File: config.mk
export PLATFORM = sky130hd
export DESIGN_NAME = tmr8_cmp
export DESIGN_NICKNAME = d
export VERILOG_FILES = /design/src/rtl/tmr8_pkg.sv /design/src/rtl/tmr8_regs.sv /design/src/rtl/tmr8_count.sv /design/src/rtl/tmr8_match.sv /design/src/rtl/tmr8_cmp.sv
export SDC_FILE = /design/constraint.sdc
export NUM_CORES = 1
export LEC_CHECK = 0
export ABC_CLOCK_PERIOD_IN_PS = 2400
export BUFFER_PORTS_ARGS = -buffer_cell sky130_fd_sc_hd__buf_2
export CAP_MARGIN = 20
export CORE_UTILIZATION = 46
export DETAILED_ROUTE_END_ITERATION = 8
export PLACE_DENSITY = 0.68
export SETUP_SLACK_MARGIN = 0.5
export SYNTH_ARGS = -nofsm -noshare
export SYNTH_HDL_FRONTEND = slang
export SYNTH_HIERARCHICAL = 1
export SYNTH_SLANG_ARGS = --single-unit
File: constraint.sdc
create_clock -name clk -period 2.4 [get_ports clk]
set_clock_uncertainty 0.1 [all_clocks]
set_input_delay 0.24 -clock clk [delete_from_list [all_inputs] [get_ports clk]]
set_output_delay 0.24 -clock clk [all_outputs]
set_load 0.005 [all_outputs]
File: src/rtl/tmr8_pkg.sv
package tmr8_pkg;
  localparam int ADDR_W = 2;

  typedef enum logic [ADDR_W-1:0] {
    REG_CNT = 2'd0,
    REG_CMP = 2'd1,
    REG_FLG = 2'd2,
    REG_CTL = 2'd3
  } reg_sel_e;
endpackage

File: src/rtl/tmr8_regs.sv
module tmr8_regs
  import tmr8_pkg::*;
#(
  parameter int W = 8
) (
  input  logic              clk,
  input  logic              rst_n,
  input  logic [ADDR_W-1:0] bus_addr,
  input  logic              bus_wr,
  input  logic [W-1:0]      bus_wdata,
  input  logic [W-1:0]      cnt,
  input  logic              flag,
  output logic [W-1:0]      bus_rdata,
  output logic              cnt_ld,
  output logic [W-1:0]      cmp,
  output logic              tgl_en,
  output logic              flag_clr
);
  logic [W-1:0] cmp_d;
  logic         tgl_d;
  logic         cmp_we;
  logic         ctl_we;
  reg_sel_e     sel;

  assign sel      = reg_sel_e'(bus_addr);
  assign cnt_ld   = bus_wr && (sel == REG_CNT);
  assign cmp_we   = bus_wr && (sel == REG_CMP);
  assign ctl_we   = bus_wr && (sel == REG_CTL);
  assign flag_clr = bus_wr && (sel == REG_FLG) && bus_wdata[0];

  always_comb begin
    cmp_d = cmp;
    tgl_d = tgl_en;
    if (cmp_we) cmp_d = bus_wdata;
    if (ctl_we) tgl_d = bus_wdata[0];
  end

  always_ff @(posedge clk or negedge rst_n) begin
    if (!rst_n) begin
      cmp    <= '0;
      tgl_en <= 1'b0;
    end else begin
      cmp    <= cmp_d;
      tgl_en <= tgl_d;
    end
  end

  always_comb begin
    bus_rdata = '0;
    unique case (sel)
      REG_CNT: bus_rdata = cnt;
      REG_CMP: bus_rdata = cmp;
      REG_FLG: bus_rdata[0] = flag;
      REG_CTL: bus_rdata[0] = tgl_en;
      default: bus_rdata = '0;
    endcase
  end

  a_r2_cmp_load: assert property (@(posedge clk) disable iff (!rst_n)
    cmp_we |=> cmp == $past(bus_wdata));
  a_r2_cmp_hold: assert property (@(posedge clk) disable iff (!rst_n)
    !cmp_we |=> $stable(cmp));
endmodule

File: src/rtl/tmr8_count.sv
module tmr8_count #(
  parameter int W = 8
) (
  input  logic         clk,
  input  logic         rst_n,
  input  logic         tick,
  input  logic         ld,
  input  logic [W-1:0] ld_val,
  output logic [W-1:0] cnt,
  output logic         blk
);
  localparam logic [W-1:0] ONE = {{(W-1){1'b0}}, 1'b1};

  logic [W-1:0] cnt_d;
  logic         blk_d;

  always_comb begin
    cnt_d = cnt;
    blk_d = blk;
    if (ld) begin
      cnt_d = ld_val;
      blk_d = 1'b1;
    end else if (tick) begin
      cnt_d = cnt + ONE;
      blk_d = 1'b0;
    end
  end

  always_ff @(posedge clk or negedge rst_n) begin
    if (!rst_n) begin
      cnt <= '0;
      blk <= 1'b0;
    end else begin
      cnt <= cnt_d;
      blk <= blk_d;
    end
  end

  a_r3_increment: assert property (@(posedge clk) disable iff (!rst_n)
    (tick && !ld) |=> cnt == W'($past(cnt) + ONE));
  a_r3_hold: assert property (@(posedge clk) disable iff (!rst_n)
    (!tick && !ld) |=> $stable(cnt));
  a_r4_load_wins: assert property (@(posedge clk) disable iff (!rst_n)
    ld |=> cnt == $past(ld_val));
endmodule

File: src/rtl/tmr8_match.sv
module tmr8_match #(
  parameter int W = 8
) (
  input  logic         clk,
  input  logic         rst_n,
  input  logic         tick,
  input  logic         ld,
  input  logic         blk,
  input  logic [W-1:0] cnt,
  input  logic [W-1:0] cmp,
  input  logic         tgl_en,
  input  logic         clr,
  output logic         flag,
  output logic         wave
);
  logic hit;
  logic flag_d;
  logic wave_d;

  assign hit = tick && !ld && !blk && (cnt == cmp);

  always_comb begin
    flag_d = flag;
    wave_d = wave;
    if (clr) flag_d = 1'b0;
    if (hit) begin
      flag_d = 1'b1;
      if (tgl_en) wave_d = !wave;
    end
  end

  always_ff @(posedge clk or negedge rst_n) begin
    if (!rst_n) begin
      flag <= 1'b0;
      wave <= 1'b0;
    end else begin
      flag <= flag_d;
      wave <= wave_d;
    end
  end

  a_r5_match_sets: assert property (@(posedge clk) disable iff (!rst_n)
    (tick && !ld && !blk && cnt == cmp) |=> flag);
  a_r6_suppressed: assert property (@(posedge clk) disable iff (!rst_n)
    (tick && (ld || blk)) |=> $stable(wave));
  a_r8_clear: assert property (@(posedge clk) disable iff (!rst_n)
    (clr && !tick) |=> !flag);
  a_r9_disabled: assert property (@(posedge clk) disable iff (!rst_n)
    !tgl_en |=> $stable(wave));
endmodule

File: src/rtl/tmr8_cmp.sv
module tmr8_cmp
  import tmr8_pkg::*;
#(
  parameter int W = 8
) (
  input  logic              clk,
  input  logic              rst_n,
  input  logic              tick,
  input  logic [ADDR_W-1:0] bus_addr,
  input  logic              bus_wr,
  input  logic [W-1:0]      bus_wdata,
  output logic [W-1:0]      bus_rdata,
  output logic              irq_flag,
  output logic              wave_out
);
  logic [W-1:0] cnt;
  logic [W-1:0] cmp;
  logic         cnt_ld;
  logic         blk;
  logic         tgl_en;
  logic         flag_clr;

  tmr8_regs #(.W(W)) u_regs (
    .clk(clk), .rst_n(rst_n), .bus_addr(bus_addr), .bus_wr(bus_wr),
    .bus_wdata(bus_wdata), .cnt(cnt), .flag(irq_flag), .bus_rdata(bus_rdata),
    .cnt_ld(cnt_ld), .cmp(cmp), .tgl_en(tgl_en), .flag_clr(flag_clr)
  );

  tmr8_count #(.W(W)) u_count (
    .clk(clk), .rst_n(rst_n), .tick(tick), .ld(cnt_ld), .ld_val(bus_wdata),
    .cnt(cnt), .blk(blk)
  );

  tmr8_match #(.W(W)) u_match (
    .clk(clk), .rst_n(rst_n), .tick(tick), .ld(cnt_ld), .blk(blk),
    .cnt(cnt), .cmp(cmp), .tgl_en(tgl_en), .clr(flag_clr),
    .flag(irq_flag), .wave(wave_out)
  );

  a_r6_load_then_tick: assert property (@(posedge clk) disable iff (!rst_n)
    (cnt_ld && !irq_flag) ##1 (tick && !cnt_ld) |=> !irq_flag);
endmodule

==> flow_summary.ini <==
[detailed_routing]
post_drt_wl_per_cell_um = 15.5
drtAntennaViolNets = 0
avgViaCountPerCell = 5.71
dr.pass1.iters = 4
route.detailed.drc = 0
routed_wl_mm = 2.51
via_count = 925
drt_iter0_drc = 19

[layout]
final_cell_area_mm2 = 0.00134
layout-drive-gt1-share_pct = 29.9
final_cell_mix = buf_2 (23), dfrtp_1 (20), nand2_1 (11)
area_growth_pct = 13.2
finalNetCount = 151
layout_commonest_cell = buf_2
finish.utilization_pct = 57.7
fillerInstances = 205
n_antenna_cell = 0

[synthesis]
synth_compound_area_share_pct = 4.66
netlist_area_mm2 = 0.00118
ys_seq_area_share_pct = 42.4
synth_nets = 126
syn_inst = 111
yosysWarnings = 6
synth.distinct_cells = 27
ys_ff_latch = 20
synthAdderAreaFrac_pct = 1.06
synth_area_per_cell_um2 = 10.6
synth_top_family_by_area = simple AND/OR/NAND/NOR gates
synth-simple-area-share_pct = 20.8
synthMuxAreaShare_pct = 17.6
synth-xor-area-share_pct = 9.64

[floorplan]
std_cell_rows = 17
fp.dieW_um = 52.7
die_h_um = 52.7
boundaryPins = 24
initial_core_util_pct = 50.9
core_mm2 = 0.00232
die_area_mm2 = 0.00277

[critical_path]
required_ns = 2.06
worstPathMaxFanout = 7
critPathLaunch = u_count/cnt[0]
ff2ff_setup_slack_ns = 0.82
worstReg2RegStart = u_count/cnt[0]
path_depth = 2
worst-r2r-cell-count = 4
crit_buf_inv = 1
crit_path_start_kind = register
cpPeakStageDelay_ns = 0.52
slowest_stage = mux4_1
critPathCaptureType = output port
cp_top_family = multiplexers
criticalPathCategory = register to output port
worstPathCellList = mux4_1, buf_2
r2r-end = u_count/cnt[6]
worstPathArrival_ns = 1.44
cp-endpoint = bus_rdata[0]

[cts]
cts_sinks = 20
path_clk_slew_ns = 0.10
cts_root_buf = clkbuf_4
htree_levels = 1
cts_setup_buffers = 0
cts_tree = built
ctsLongestPathBuffers = 2
insertion_delay_ns = 0.29
cts_inserted_buffers = 3

[global_route]
grt_pass1_wl_mm = 4.09
antenna_found_initial = 0
grt_pass1_vias = 904
gr-usage-met2_pct = 33.3
met3_usage_pct = 2.61
grt_usage_pct = 20.5
use_met1_pct = 27.4
top_usage_layer = met2
grt_overflow = 0
grt_max_degree = 21

[power_and_ir_drop]
p_leak_nw = 0.617
power.density_mw_per_mm2 = 811
ir_drop_mv = 0.418
fin_total_pwr_mw = 1.09

[sta]
tightestPinTransition_ns = 0.452
final_max_slew_viol_count = 0
hold_ws_ns = 0.0731
maxSlewHeadroom_pct = 69.8
fmax_ghz = 0.562
rsz0062_at_grt = no
hold_viol_final = 0
fin_crit_ns = 1.78
timing.final.crit_share_pct = 74.1
finalSetupViolCount = 0
finalSetupTns_ns = 0

[worst_hold_path]
min_path_cells = 3
hold_path.class = input port to register

[placed_design]
globalplace.congestion = 0.809
port_buffers = 23
place_area_mm2 = 0.00131
dp.final_hpwl_mm = 1.79

[run_status]
status = complete, no violations

[flow_run]
maxCapViolations = 0
-- flip-flops by register name (all words and copies together), names as in the netlist --
signal / count
u_count/blk: 1
u_count/cnt: 8
u_match/flag: 1
u_match/wave: 1
u_regs/cmp: 8
u_regs/tgl_en: 1
-- how the worst min path moves through the flow --
stage	start	to	slack, ns
after floorplan	rst_n	u_count/blk	-0.16
after global placement	rst_n	u_regs/cmp[4]	0.11
after detailed placement	rst_n	u_regs/cmp[4]	0.11
after CTS	bus_wdata[6]	u_count/cnt[6]	0.06
after global routing	bus_wdata[2]	u_count/cnt[2]	0.06
final	bus_wdata[2]	u_count/cnt[2]	0.07
-- what timing repair did --
action / CTS / global route
gates resized for setup: 0 / 0
hold endpoints to repair: 20 / 0
hold buffers: 1 / 0
-- power by group --
group          leakage, nW  total [mW]  internal (mW)  switching (mW)
Sequential           0.245       0.573          0.427           0.145
Combinational        0.358       0.360          0.198           0.162
Clock               0.0138       0.152         0.0583          0.0941
Total                0.617        1.09          0.683           0.402
-- layer usage --
| metal | up-vias | wire, um |
|---|---|---|
| met1 | 463 | 1170 |
| met5 | - | 0 |
| met3 | 2 | 100 |
| li1 | 437 | - |
| met4 | 0 | 16 |
| met2 | 23 | 1220 |
-- final cells by class --
type	count	area, um2	share of cell area, %
tap	28	35.0	2.62
inverter	2	7.51	0.561
timing repair buffer	25	133	9.92
sequential	20	500	37.4
multi-input combinational	84	639	47.8
clock buffer	3	22.5	1.68
-- metrics by stage --
step,cells,setup slack [ns]
3_3_place_gp,158,0.812
2_1_floorplan,111,0.984
6_report,162,0.621
4_1_cts,162,0.605
3_5_place_dp,158,0.763
5_1_grt,162,0.562
-- synthesized netlist by cell type --
master | count | share of area, %
nor3b_1 | 2 | 1.3
nor2_1 | 7 | 2.2
nand3b_2 | 1 | 0.95
o21ai_0 | 8 | 3.4
inv_1 | 2 | 0.64
dfrtp_1 | 20 | 42
xnor2_1 | 9 | 6.7
nor2b_1 | 3 | 1.6
nand2b_1 | 1 | 0.53
nand4_1 | 4 | 2.1
a21o_1 | 1 | 0.64
mux2i_1 | 8 | 6.8
ha_1 | 1 | 1.1
nand3_1 | 7 | 3.0
mux4_1 | 1 | 2.2
nor4_2 | 1 | 1.1
xor2_1 | 4 | 3.0
clkbuf_1 | 1 | 0.32
and4b_1 | 1 | 0.85
o31ai_1 | 1 | 0.64
mux2_2 | 9 | 8.6
nand2_1 | 11 | 3.5
buf_2 | 1 | 0.42
or4_1 | 3 | 1.9
buf_6 | 2 | 1.9
buf_4 | 1 | 0.64
nand4_4 | 1 | 1.8
-- tightest hold or removal path: stages --
cell and delay [ns]:
buf_2 0.08, nand2_1 0.04, o21ai_0 0.06
-- logic make-up (layout without fill, tap and decap cells) --
kind of cell,Yosys count,count (layout)
fa+ha+maj,1,1
xor+xnor,13,13
simple gates,42,42
flops,20,20
compound gates,10,10
mux,18,18
buf+inv,7,30
(Power assumes the default switching activity.)
